### config.mk
export PLATFORM = sky130hd
export DESIGN_NAME = loc_arbiter
export DESIGN_NICKNAME = d
export VERILOG_FILES = /design/src/rtl/loc_arb_pkg.sv /design/src/rtl/loc_arb_decode.sv /design/src/rtl/loc_arb_prio.sv /design/src/rtl/loc_arb_rdmux.sv /design/src/rtl/loc_arbiter.sv
export SDC_FILE = /design/constraint.sdc
export NUM_CORES = 1
export LEC_CHECK = 0
export ABC_AREA = 0
export BUFFER_PORTS_ARGS = -buffer_cell sky130_fd_sc_hd__buf_2
export CAP_MARGIN = 25
export CORE_UTILIZATION = 55
export CTS_BUF_LIST = sky130_fd_sc_hd__clkbuf_8
export DETAILED_ROUTE_END_ITERATION = 7
export GPL_TIMING_DRIVEN = 0
export HOLD_SLACK_MARGIN = 0.06
export PLACE_DENSITY_LB_ADDON = 0.08
export SETUP_SLACK_MARGIN = 0.02
export SYNTH_ARGS = -nofsm -noshare
export SYNTH_HDL_FRONTEND = slang
export SYNTH_SLANG_ARGS = --single-unit
### constraint.sdc
create_clock -name clk -period 3.1 [get_ports clk]
set_clock_uncertainty 0.05 [all_clocks]
set_input_delay 0.155 -clock clk [delete_from_list [all_inputs] [get_ports clk]]
set_output_delay 0.155 -clock clk [all_outputs]
set_load 0.03 [all_outputs]
### src/rtl/loc_arb_pkg.sv
package loc_arb_pkg;
   // Access register bit positions seen by software
   localparam int B_EST    = 0;
   localparam int B_REQ    = 1;
   localparam int B_PEND   = 2;
   localparam int B_SEIZE  = 3;
   localparam int B_SEIZED = 4;
   localparam int B_ACT    = 5;
   localparam int B_VALID  = 7;
   localparam int ACC_W    = 8;
endpackage

### src/rtl/loc_arb_decode.sv
module loc_arb_decode #(
   parameter int ADDR_W     = 16,
   parameter int PAGE_SHIFT = 12,
   parameter int LOC_W      = 3,
   parameter int NUM_LOC    = 5
) (
   input  logic [ADDR_W-1:0] addr,
   output logic [LOC_W-1:0]  loc,
   output logic              in_range
);
   localparam int LOC_SPAN = 1 << LOC_W;

   assign loc = addr[PAGE_SHIFT +: LOC_W];

   generate
      if (NUM_LOC >= LOC_SPAN) begin : g_full
         assign in_range = 1'b1;
      end else begin : g_part
         assign in_range = (int'(loc) < NUM_LOC);
      end
   endgenerate
endmodule

### src/rtl/loc_arb_prio.sv
module loc_arb_prio #(
   parameter int N     = 5,
   parameter int IDX_W = 3
) (
   input  logic [N-1:0]     vec,
   output logic             found,
   output logic [IDX_W-1:0] idx
);
   always_comb begin
      found = 1'b0;
      idx   = '0;
      for (int i = 0; i < N; i++) begin
         if (vec[i]) begin
            found = 1'b1;
            idx   = IDX_W'(i);
         end
      end
   end
endmodule

### src/rtl/loc_arb_rdmux.sv
module loc_arb_rdmux
   import loc_arb_pkg::*;
#(
   parameter int NUM_LOC = 5,
   parameter int LOC_W   = 3
) (
   input  logic [LOC_W-1:0]   rloc,
   input  logic               in_range,
   input  logic [NUM_LOC-1:0] req,
   input  logic [NUM_LOC-1:0] seized,
   input  logic               own_vld,
   input  logic [LOC_W-1:0]   own,
   input  logic               estab,
   output logic [ACC_W-1:0]   data
);
   logic [NUM_LOC-1:0] rsel;

   assign rsel = NUM_LOC'(1) << rloc;

   always_comb begin
      data = '0;
      if (!in_range) begin
         data = '1;
      end else begin
         data[B_VALID]  = 1'b1;
         data[B_EST]    = estab;
         data[B_REQ]    = |(req & rsel);
         data[B_PEND]   = |(req & ~rsel);
         data[B_SEIZED] = |(seized & rsel);
         data[B_ACT]    = own_vld && (own == rloc);
      end
   end
endmodule

### src/rtl/loc_arbiter.sv
module loc_arbiter
   import loc_arb_pkg::*;
#(
   parameter int ADDR_W     = 16,
   parameter int PAGE_SHIFT = 12,
   parameter int LOC_W      = 3,
   parameter int NUM_LOC    = 5,
   parameter int IGN_LOC    = NUM_LOC - 1
) (
   input  logic              clk,
   input  logic              rst_n,
   input  logic              wr_en,
   input  logic [ADDR_W-1:0] wr_addr,
   input  logic [7:0]        wr_data,
   input  logic [ADDR_W-1:0] rd_addr,
   output logic [7:0]        rd_data,
   input  logic              cmd_busy,
   input  logic              abort_done,
   input  logic              estab_flag,
   output logic              own_valid,
   output logic [LOC_W-1:0]  own_loc,
   output logic              abort_req,
   output logic              loc_changed
);
   localparam int LOC_SPAN = 1 << LOC_W;

   generate
      if (NUM_LOC < 2 || NUM_LOC > LOC_SPAN) begin : g_bad_num
         $error("loc_arbiter: NUM_LOC must lie in 2..2**LOC_W");
      end
      if (ADDR_W < PAGE_SHIFT + LOC_W) begin : g_bad_addr
         $error("loc_arbiter: address too narrow for the locality field");
      end
   endgenerate

   // ---------------- state ----------------
   logic [NUM_LOC-1:0] req_q, seize_q, seized_q;
   logic               own_vld_q, pend_q, chg_q;
   logic [LOC_W-1:0]   own_q, tgt_q;

   // ---------------- decode ----------------
   logic [LOC_W-1:0] wloc, rloc;
   logic             w_in, r_in;

   loc_arb_decode #(.ADDR_W(ADDR_W), .PAGE_SHIFT(PAGE_SHIFT), .LOC_W(LOC_W),
                    .NUM_LOC(NUM_LOC)) u_wdec (
      .addr(wr_addr), .loc(wloc), .in_range(w_in));

   loc_arb_decode #(.ADDR_W(ADDR_W), .PAGE_SHIFT(PAGE_SHIFT), .LOC_W(LOC_W),
                    .NUM_LOC(NUM_LOC)) u_rdec (
      .addr(rd_addr), .loc(rloc), .in_range(r_in));

   logic             rq_found;
   logic [LOC_W-1:0] rq_idx;

   loc_arb_prio #(.N(NUM_LOC), .IDX_W(LOC_W)) u_prio (
      .vec(req_q), .found(rq_found), .idx(rq_idx));

   // ---------------- write qualification ----------------
   logic               base_ok, sz_ok, act_ok, is_own, seize_ok;
   logic [NUM_LOC-1:0] wsel, below, above;

   assign base_ok = wr_en && w_in && (int'(wloc) != IGN_LOC);
   assign sz_ok   = base_ok && !(pend_q && abort_done);
   assign act_ok  = base_ok && !pend_q;
   assign is_own  = own_vld_q && (own_q == wloc);
   assign wsel    = NUM_LOC'(1) << wloc;
   assign below   = wsel - NUM_LOC'(1);
   assign above   = ~(wsel | below);
   assign seize_ok = (!own_vld_q || (wloc > own_q)) &&
                     !(|(seize_q & wsel)) && !(|(seize_q & above));

   // ---------------- next state ----------------
   logic [NUM_LOC-1:0] n_req, n_sz, n_sd, tsel, osel;
   logic               n_ovld, n_pend, n_chg;
   logic [LOC_W-1:0]   n_own, n_tgt;
   logic               ho_need, now_sw, now_vld, sw, sw_vld;
   logic [LOC_W-1:0]   ho_tgt, now_tgt, sw_tgt;

   always_comb begin
      n_req = req_q;   n_sz = seize_q;  n_sd = seized_q;
      n_ovld = own_vld_q; n_own = own_q;
      n_pend = pend_q; n_tgt = tgt_q; n_chg = 1'b0;
      ho_need = 1'b0;  ho_tgt = '0;
      now_sw = 1'b0;   now_vld = 1'b0; now_tgt = '0;
      sw = 1'b0;       sw_vld = 1'b0;  sw_tgt = '0;
      tsel = '0;       osel = '0;

      if (sz_ok) begin
         if (wr_data[B_SEIZED]) n_sd = n_sd & ~wsel;
         if (wr_data[B_SEIZE]) begin
            if (seize_ok) begin
               n_sz    = (n_sz & ~below) | wsel;
               ho_need = 1'b1;
               ho_tgt  = wloc;
            end
         end else if (act_ok) begin
            if (wr_data[B_ACT]) begin
               if (is_own) begin
                  if (rq_found) begin
                     ho_need = 1'b1;
                     ho_tgt  = rq_idx;
                  end else begin
                     now_sw  = 1'b1;
                  end
               end else begin
                  n_req = n_req & ~wsel;
               end
            end else if (wr_data[B_REQ] && !is_own) begin
               if (own_vld_q) begin
                  n_req = n_req | wsel;
               end else begin
                  now_sw  = 1'b1;
                  now_vld = 1'b1;
                  now_tgt = wloc;
               end
            end
         end
      end

      if (pend_q && abort_done) begin
         sw = 1'b1; sw_vld = 1'b1; sw_tgt = tgt_q; n_pend = 1'b0;
      end else if (ho_need) begin
         if (pend_q || cmd_busy) begin
            n_pend = 1'b1;
            n_tgt  = ho_tgt;
         end else begin
            sw = 1'b1; sw_vld = 1'b1; sw_tgt = ho_tgt;
         end
      end else if (now_sw) begin
         sw = 1'b1; sw_vld = now_vld; sw_tgt = now_tgt;
      end

      if (sw) begin
         tsel  = NUM_LOC'(1) << sw_tgt;
         osel  = NUM_LOC'(1) << own_q;
         n_chg = (sw_vld != own_vld_q) || (sw_vld && (sw_tgt != own_q));
         if (n_chg && own_vld_q) begin
            if (sw_vld && |(n_sz & tsel)) n_sd = n_sd | osel;
            else                          n_req = n_req & ~osel;
         end
         if (sw_vld) begin
            n_req = n_req & ~tsel;
            n_sz  = n_sz & ~tsel;
         end
         n_ovld = sw_vld;
         n_own  = sw_vld ? sw_tgt : '0;
      end
   end

   always_ff @(posedge clk or negedge rst_n) begin
      if (!rst_n) begin
         req_q <= '0; seize_q <= '0; seized_q <= '0;
         own_vld_q <= 1'b0; own_q <= '0;
         pend_q <= 1'b0; tgt_q <= '0; chg_q <= 1'b0;
      end else begin
         req_q <= n_req; seize_q <= n_sz; seized_q <= n_sd;
         own_vld_q <= n_ovld; own_q <= n_own;
         pend_q <= n_pend; tgt_q <= n_tgt; chg_q <= n_chg;
      end
   end

   loc_arb_rdmux #(.NUM_LOC(NUM_LOC), .LOC_W(LOC_W)) u_rd (
      .rloc(rloc), .in_range(r_in), .req(req_q), .seized(seized_q),
      .own_vld(own_vld_q), .own(own_q), .estab(estab_flag), .data(rd_data));

   assign own_valid   = own_vld_q;
   assign own_loc     = own_q;
   assign abort_req   = pend_q;
   assign loc_changed = chg_q;

   // ---------------- assertions ----------------
   a_r1_ignored_write: assert property (@(posedge clk) disable iff (!rst_n)
      (wr_en && (int'(wloc) == IGN_LOC) && !pend_q) |=>
         ($stable(req_q) && $stable(seized_q) && $stable(own_q) && $stable(own_vld_q)));

   a_r2_free_grant: assert property (@(posedge clk) disable iff (!rst_n)
      (act_ok && !own_vld_q && wr_data[B_REQ] && !wr_data[B_SEIZE] && !wr_data[B_ACT]) |=>
         (own_valid && (own_loc == $past(wloc))));

   a_r7_change_pulse: assert property (@(posedge clk) disable iff (!rst_n)
      loc_changed |-> ((own_valid != $past(own_valid)) || (own_loc != $past(own_loc))));

   a_r10_owner_holds: assert property (@(posedge clk) disable iff (!rst_n)
      (abort_req && !abort_done) |=> ($stable(own_valid) && $stable(own_loc)));

   a_r10_drop_on_done: assert property (@(posedge clk) disable iff (!rst_n)
      $fell(abort_req) |-> $past(abort_done));

   a_r8_valid_bit: assert property (@(posedge clk) disable iff (!rst_n)
      rd_data[B_VALID]);
endmodule

After elaboration in Yosys (flattened, before gate mapping)
Cells that the tools add are included.

Add/subtract/negate cells: 1. Order comparisons: 3. Equality and inequality tests: 5. Shift operators: 4. Mux-type cells: 82. Bitwise logic cells: 23. Reductions and logical operators: 32.

Operators by type and width (count): 5-bit two-way mux (22); 5-bit AND (12); 3-bit two-way mux (20); 1-bit two-way mux (37); 5-bit NOT (6); 5-bit OR reduction (6); 5-bit OR (4); 1-bit by 3-bit << shifter with 5-bit output (first input constant) (4); 1-bit logical AND (13); 3-bit == test (2); 1-bit zero test (6); 3-bit < comparator (second input constant) (2); 2-bit two-way mux (3); 5-bit by 1-bit subtractor with 5-bit output (second input constant) (1); 2-bit nonzero test (2); 3-bit > comparator (1); 1-bit logical OR (3); 3-bit inequality test (1); 3-bit inequality test (second input constant) (1); 3-bit AND reduction (1); 2-bit AND reduction (1); 1-bit inequality test (1); 1-bit NOT (1).

Register bits after elaboration: 24. Input port bits: 46. Output and inout bits: 14.

Depth between registers and ports, before layout
Word-level depth: 24. Gate-level depth with buffers: 17. Gate-level depth less buffers: 13.

Hierarchy
From an unflattened synthesis, not the netlist that was laid out.

Cell total of the unflattened synthesis: 288. Area total of the unflattened synthesis: 2432.3 um2.

By module, submodules not included: loc_arbiter (instances 1, cells an instance 237, area an instance 2067.0 um2); loc_arb_rdmux (instances 1, cells an instance 35, area an instance 267.8 um2); loc_arb_decode (instances 2, cells an instance 4, area an instance 27.5 um2); loc_arb_prio (instances 1, cells an instance 8, area an instance 42.5 um2).

Worst setup path after synthesis
No wires, ideal clock.

Path kind: register to register. From: register own_q[2], in the netlist own_loc[2]. To: register req_q[0]. Library setup time: 96 ps. Arrival: 2906 ps. Slack: 49 ps. Cell stages (with the launch flop): 14. Clock period less this slack: 3051 ps. Cells stage by stage: dfrtp_1 -> clkbuf_1 -> inv_1 -> ha_1 -> and4_1 -> a21oi_2 -> and4bb_4 -> and2_4 -> buf_6 -> o221a_4 -> buf_6 -> nor4b_4 -> nor2_1 -> a311oi_2.

Longest elaborated chain between the ends: 22. Elaborated cells on any way between the ends: 73. Those cells by class: order compare (1); eq/ne (3); shift (2); mux (51); bitwise (5); reduce/logical (11).

Ends and longest elaborated chain: start, declared (RTL line loc_arbiter.sv:39) `logic [LOC_W-1:0] own_q, tgt_q;`; start signal, assigned (RTL line loc_arbiter.sv:158) `own_vld_q <= n_ovld; own_q <= n_own;`; 3-bit == test (RTL line loc_arbiter.sv:66) `assign is_own = own_vld_q && (own_q == wloc);`; 1-bit logical AND (RTL line loc_arbiter.sv:66); 1-bit zero test (RTL line loc_arbiter.sv:109) `end else if (wr_data[B_REQ] && !is_own) begin`; 1-bit logical AND (RTL line loc_arbiter.sv:109); 3-bit two-way mux or 1-bit two-way mux (tied branches) (RTL line loc_arbiter.sv:109); 3-bit two-way mux or 1-bit two-way mux (tied branches) (RTL line loc_arbiter.sv:98) `if (wr_data[B_ACT]) begin`; 3-bit two-way mux or 1-bit two-way mux (tied branches) (RTL line loc_arbiter.sv:97) `end else if (act_ok) begin`; 3-bit two-way mux or 1-bit two-way mux (tied branches) (RTL line loc_arbiter.sv:91) `if (wr_data[B_SEIZE]) begin`; (+7 left out); 1-bit logical AND (RTL line loc_arbiter.sv:139) `if (sw_vld && |(n_sz & tsel)) n_sd = n_sd | osel;`; 5-bit two-way mux (RTL line loc_arbiter.sv:139); 5-bit two-way mux (RTL line loc_arbiter.sv:138) `if (n_chg && own_vld_q) begin`; 5-bit two-way mux (RTL line loc_arbiter.sv:134) `if (sw) begin`; 5-bit AND (RTL line loc_arbiter.sv:143) `n_req = n_req & ~tsel;`; 5-bit two-way mux (RTL line loc_arbiter.sv:142) `if (sw_vld) begin`; 5-bit two-way mux (*) (RTL line loc_arbiter.sv:134); named net n_req[0] (RTL line loc_arbiter.sv:74) `logic [NUM_LOC-1:0] n_req, n_sz, n_sd, tsel, osel;`; end signal, assigned (RTL line loc_arbiter.sv:157) `req_q <= n_req; seize_q <= n_sz; seized_q <= n_sd;`; end, declared (RTL line loc_arbiter.sv:37) `logic [NUM_LOC-1:0] req_q, seize_q, seized_q;`.

The timed path passes the listed nets; every way through them passes the cells marked *. The select of a mux whose other input is x is not followed. A chain may end at the register's enable or synchronous reset.

Worst setup path in the final report
From: register own_q[1], in the netlist own_loc[1]. To: register req_q[0].

The elaborated chain is that of the path after synthesis.

==> flow_summary.ini <==
[routing]
drt_iter0_drc = 130
wl_per_cell_um = 17.5
wirelength_um = 5980
ant_nets = 0
drt_first_pass_iters = 4
vias_per_cell = 6.24
route.vias.total = 2127
drc = 0

[synth]
synth_area_um2 = 2170
synth_edf_count = 0
syn_inst = 258
yosysWarningCount = 0
ys_seq_area_frac = 0.277
yosysUniqueCellTypes = 64
synth_fp_nets = 312
ys_async_sr_fraction = 1.00
syn_avg_cell_area_um2 = 8.39
synthFlopType = dfrtp_1
synth_seq_cells = 24

[placement]
place_area_um2 = 2360
portBuffers = 26
routabilityCongestion = 0.927
dp_hpwl_um = 4450

[worst_setup_path]
crit_buf_inv = 4
reg2reg_from = own_loc[1]
crit_family = simple AND/OR/NAND/NOR gates
critPathMaxFanout = 10
critPathMaxStageDelay_ns = 0.40
critPathMostFrequentCell = buf_6
r2r_end = req_q[0]
slowest_stage = dfrtp_1
worstPathArrival_ns = 3.06
r2r_cells = 13
reg2reg_setup_slack_ns = 0.14
crit_required_ns = 3.20
crit_chain = inv_2 -> ha_1 -> and4_2 -> a21oi_2 -> and4bb_4 -> and2_4 -> buf_6 -> o221a_4 -> buf_6 -> mux2i_1 -> o32a_1 -> buf_6 -> a311oi_2
path_class = reg -> reg
worst_setup_path_start_kind = flop
critPathCaptureType = flop

[floorplanning]
ios = 60
start_util = 0.583
die_x_um = 64.8
fp-row-count = 22
die-area_um2 = 4190
die_y_um = 64.8
coreArea_um2 = 3720

[global_route]
grt_max_degree = 25
use_met1 = 0.398
grt_pass1_wl_um = 9520
use_met2 = 0.478
met3_usage = 0.0528
grt_pass1_vias = 1945
antenna_found_initial = 0
grt_overflow_total = 0
groute.usage.overall = 0.299
busiest_layer = met2

[sta]
holdWs_ns = 0.0917
period_share = 0.955
rsz0062_at_grt = false
drv_slew = 0
finalHoldViolCount = 0
fmax_ghz = 0.338
maxSlewHeadroom = 0.623
report.final.setup_viol = 0
setup_tns_ns = 0
worst_pin_slew_ns = 0.561
finalCriticalPeriod_ns = 2.96

[worst_hold_path]
hold_end = abort_req
hold_class = in -> reg
min_from = cmd_busy
hold_depth = 3

[power_and_ir_drop]
switching_share = 0.434
clockPowerShare = 0.157
p_sw_uw = 613
ir_worst_vdd_mv = 0.340
p_int_uw = 798
power_density_nw_per_um2 = 560
seq_power_share = 0.321
p_leak_uw = 0.00106
power_frac_comb = 0.521

[clock_network]
clk_pin_slew_ns = 0.09
cts-buffers-inserted = 3
numClockSinks = 24
clockBufferDepth = 2
clock_latency_ns = 0.28
clockRootBuffer = clkbuf_8
cts_tree = yes
ctsHtreeMaxLevel = 1

[run]
drv_cap = 0

[outcome]
run_status = finished clean

[layout]
finalInstanceArea_um2 = 2520
drive_gt1_frac = 0.246
num_antenna_cells = 0
nNetsFinal = 348
areaGrowthSynthToFinish_pct = 16.4
[cell usage after synthesis, types with 3 or more instances]
cell | count | share of area
a21o_1 | 5 | 0.017
a21oi_1 | 9 | 0.021
a21oi_2 | 3 | 0.012
a22oi_1 | 4 | 0.014
a311oi_1 | 4 | 0.016
and3_1 | 5 | 0.014
buf_4 | 3 | 0.010
buf_6 | 4 | 0.021
clkbuf_1 | 8 | 0.014
dfrtp_1 | 24 | 0.28
ha_1 | 8 | 0.046
inv_1 | 11 | 0.019
mux2i_1 | 6 | 0.028
nand2_1 | 32 | 0.055
nand2b_1 | 4 | 0.012
nand3_1 | 8 | 0.018
nand4_1 | 4 | 0.012
nor2_1 | 24 | 0.042
nor2b_1 | 5 | 0.014
nor3_1 | 6 | 0.014
o21ai_0 | 12 | 0.028
o21ai_1 | 3 | 0.0069
o2bb2ai_1 | 3 | 0.012
o31ai_1 | 3 | 0.010
o32a_1 | 3 | 0.014
xnor2_1 | 4 | 0.016
[registers in the layout, summed over array words and instances, names as in the netlist]
name         count
loc_changed      1
abort_req        1
seized_q         5
own_valid        1
req_q            5
tgt_q            3
seize_q          5
own_loc          3
[power by group through the flow]
stage	clock [uW]	sequential, uW	combinational (uW)
after floorplan	0	487	479
after global placement	0	461	666
after detailed placement	0	462	678
after CTS	228	453	712
after global routing	236	463	802
final	222	453	736
[tightest hold or removal path, stage by stage]
cell and delay, ns:
buf_2 0.12, nand2_1 0.05, mux2i_1 0.05
[layout make-up]
class / count / area (um^2)
inverters: 11 / 43.8
repair buffers: 33 / 188
fillers: 345 / 1190
plain buffers: 14 / 95.1
well taps: 48 / 60.1
clock buffers: 4 / 55.1
multi-input cells: 207 / 1480
flip-flops and latches: 24 / 602
[cell families (layout without fill, tap and decap cells)]
family                   count (synthesis)  in the layout  share of synthesized area
multiplexers                             7              7                     0.0347
buffers and inverters                   27             62                     0.0659
flip-flops                              24             24                      0.277
AND/OR/NAND/NOR                        112            112                      0.292
other                                    1              1                    0.00173
adder cells (fa/ha/maj)                  8              8                     0.0462
AO/OA/AOI/OAI                           75             75                      0.266
XOR/XNOR                                 4              4                     0.0162
[worst max path at each step]
stage,endpoint,startpoint,depth (start not counted)
CTS,req_q[0],wr_addr[14],14
floorplan,req_q[0],own_loc[2],13
global placement,seized_q[4],wr_addr[12],14
global route,req_q[0],own_loc[2],10
finish,req_q[0],own_loc[1],13
detailed placement,seized_q[0],wr_addr[12],14
[per-stage QoR]
stage	instances	worst slack, ns	utilization	power (uW)
3_3_place_gp	332	-0.529	0.634	1130
3_5_place_dp	332	-0.571	0.634	1140
5_1_grt	341	0.0158	0.678	1500
4_1_cts	339	0.0204	0.666	1390
6_report	341	0.138	0.678	1410
2_1_floorplan	258	0.0486	-	966
[per-layer routing]
metal	up-vias	part of all wire	wire, um
met4	0	0.016	97
met5	-	0	0
met1	1010	0.44	2630
met2	82	0.47	2810
met3	9	0.073	438
li1	1026	-	-
[placed cells by master (no fill, tap or decap), types with 4 or more instances in the layout]
cell / synthesis / layout
nand2_1: 32 / 32
buf_2: 0 / 27
nor2_1: 24 / 23
dfrtp_1: 24 / 23
o21ai_0: 12 / 12
inv_1: 11 / 9
a21oi_1: 9 / 9
buf_4: 3 / 8
nand3_1: 8 / 8
ha_1: 8 / 7
mux2i_1: 6 / 6
clkbuf_1: 8 / 5
nor2b_1: 5 / 5
a21o_1: 5 / 5
and3_1: 5 / 5
nor3_1: 6 / 5
nand2b_1: 4 / 4
buf_6: 4 / 4
nand4_1: 4 / 4
a311oi_1: 4 / 4
xnor2_1: 4 / 4
a22oi_1: 4 / 4
clkbuf_8: 0 / 4
[timing repair]
item | in CTS | in global routing
pin swaps | 0 | 5
setup buffers | 2 | 3
hold endpoints to repair | 25 | 0
endpoints found under the setup margin | 13 | 10
hold buffers | 2 | 0
gates resized for setup | 8 | 9
(Power assumes the default switching activity.)
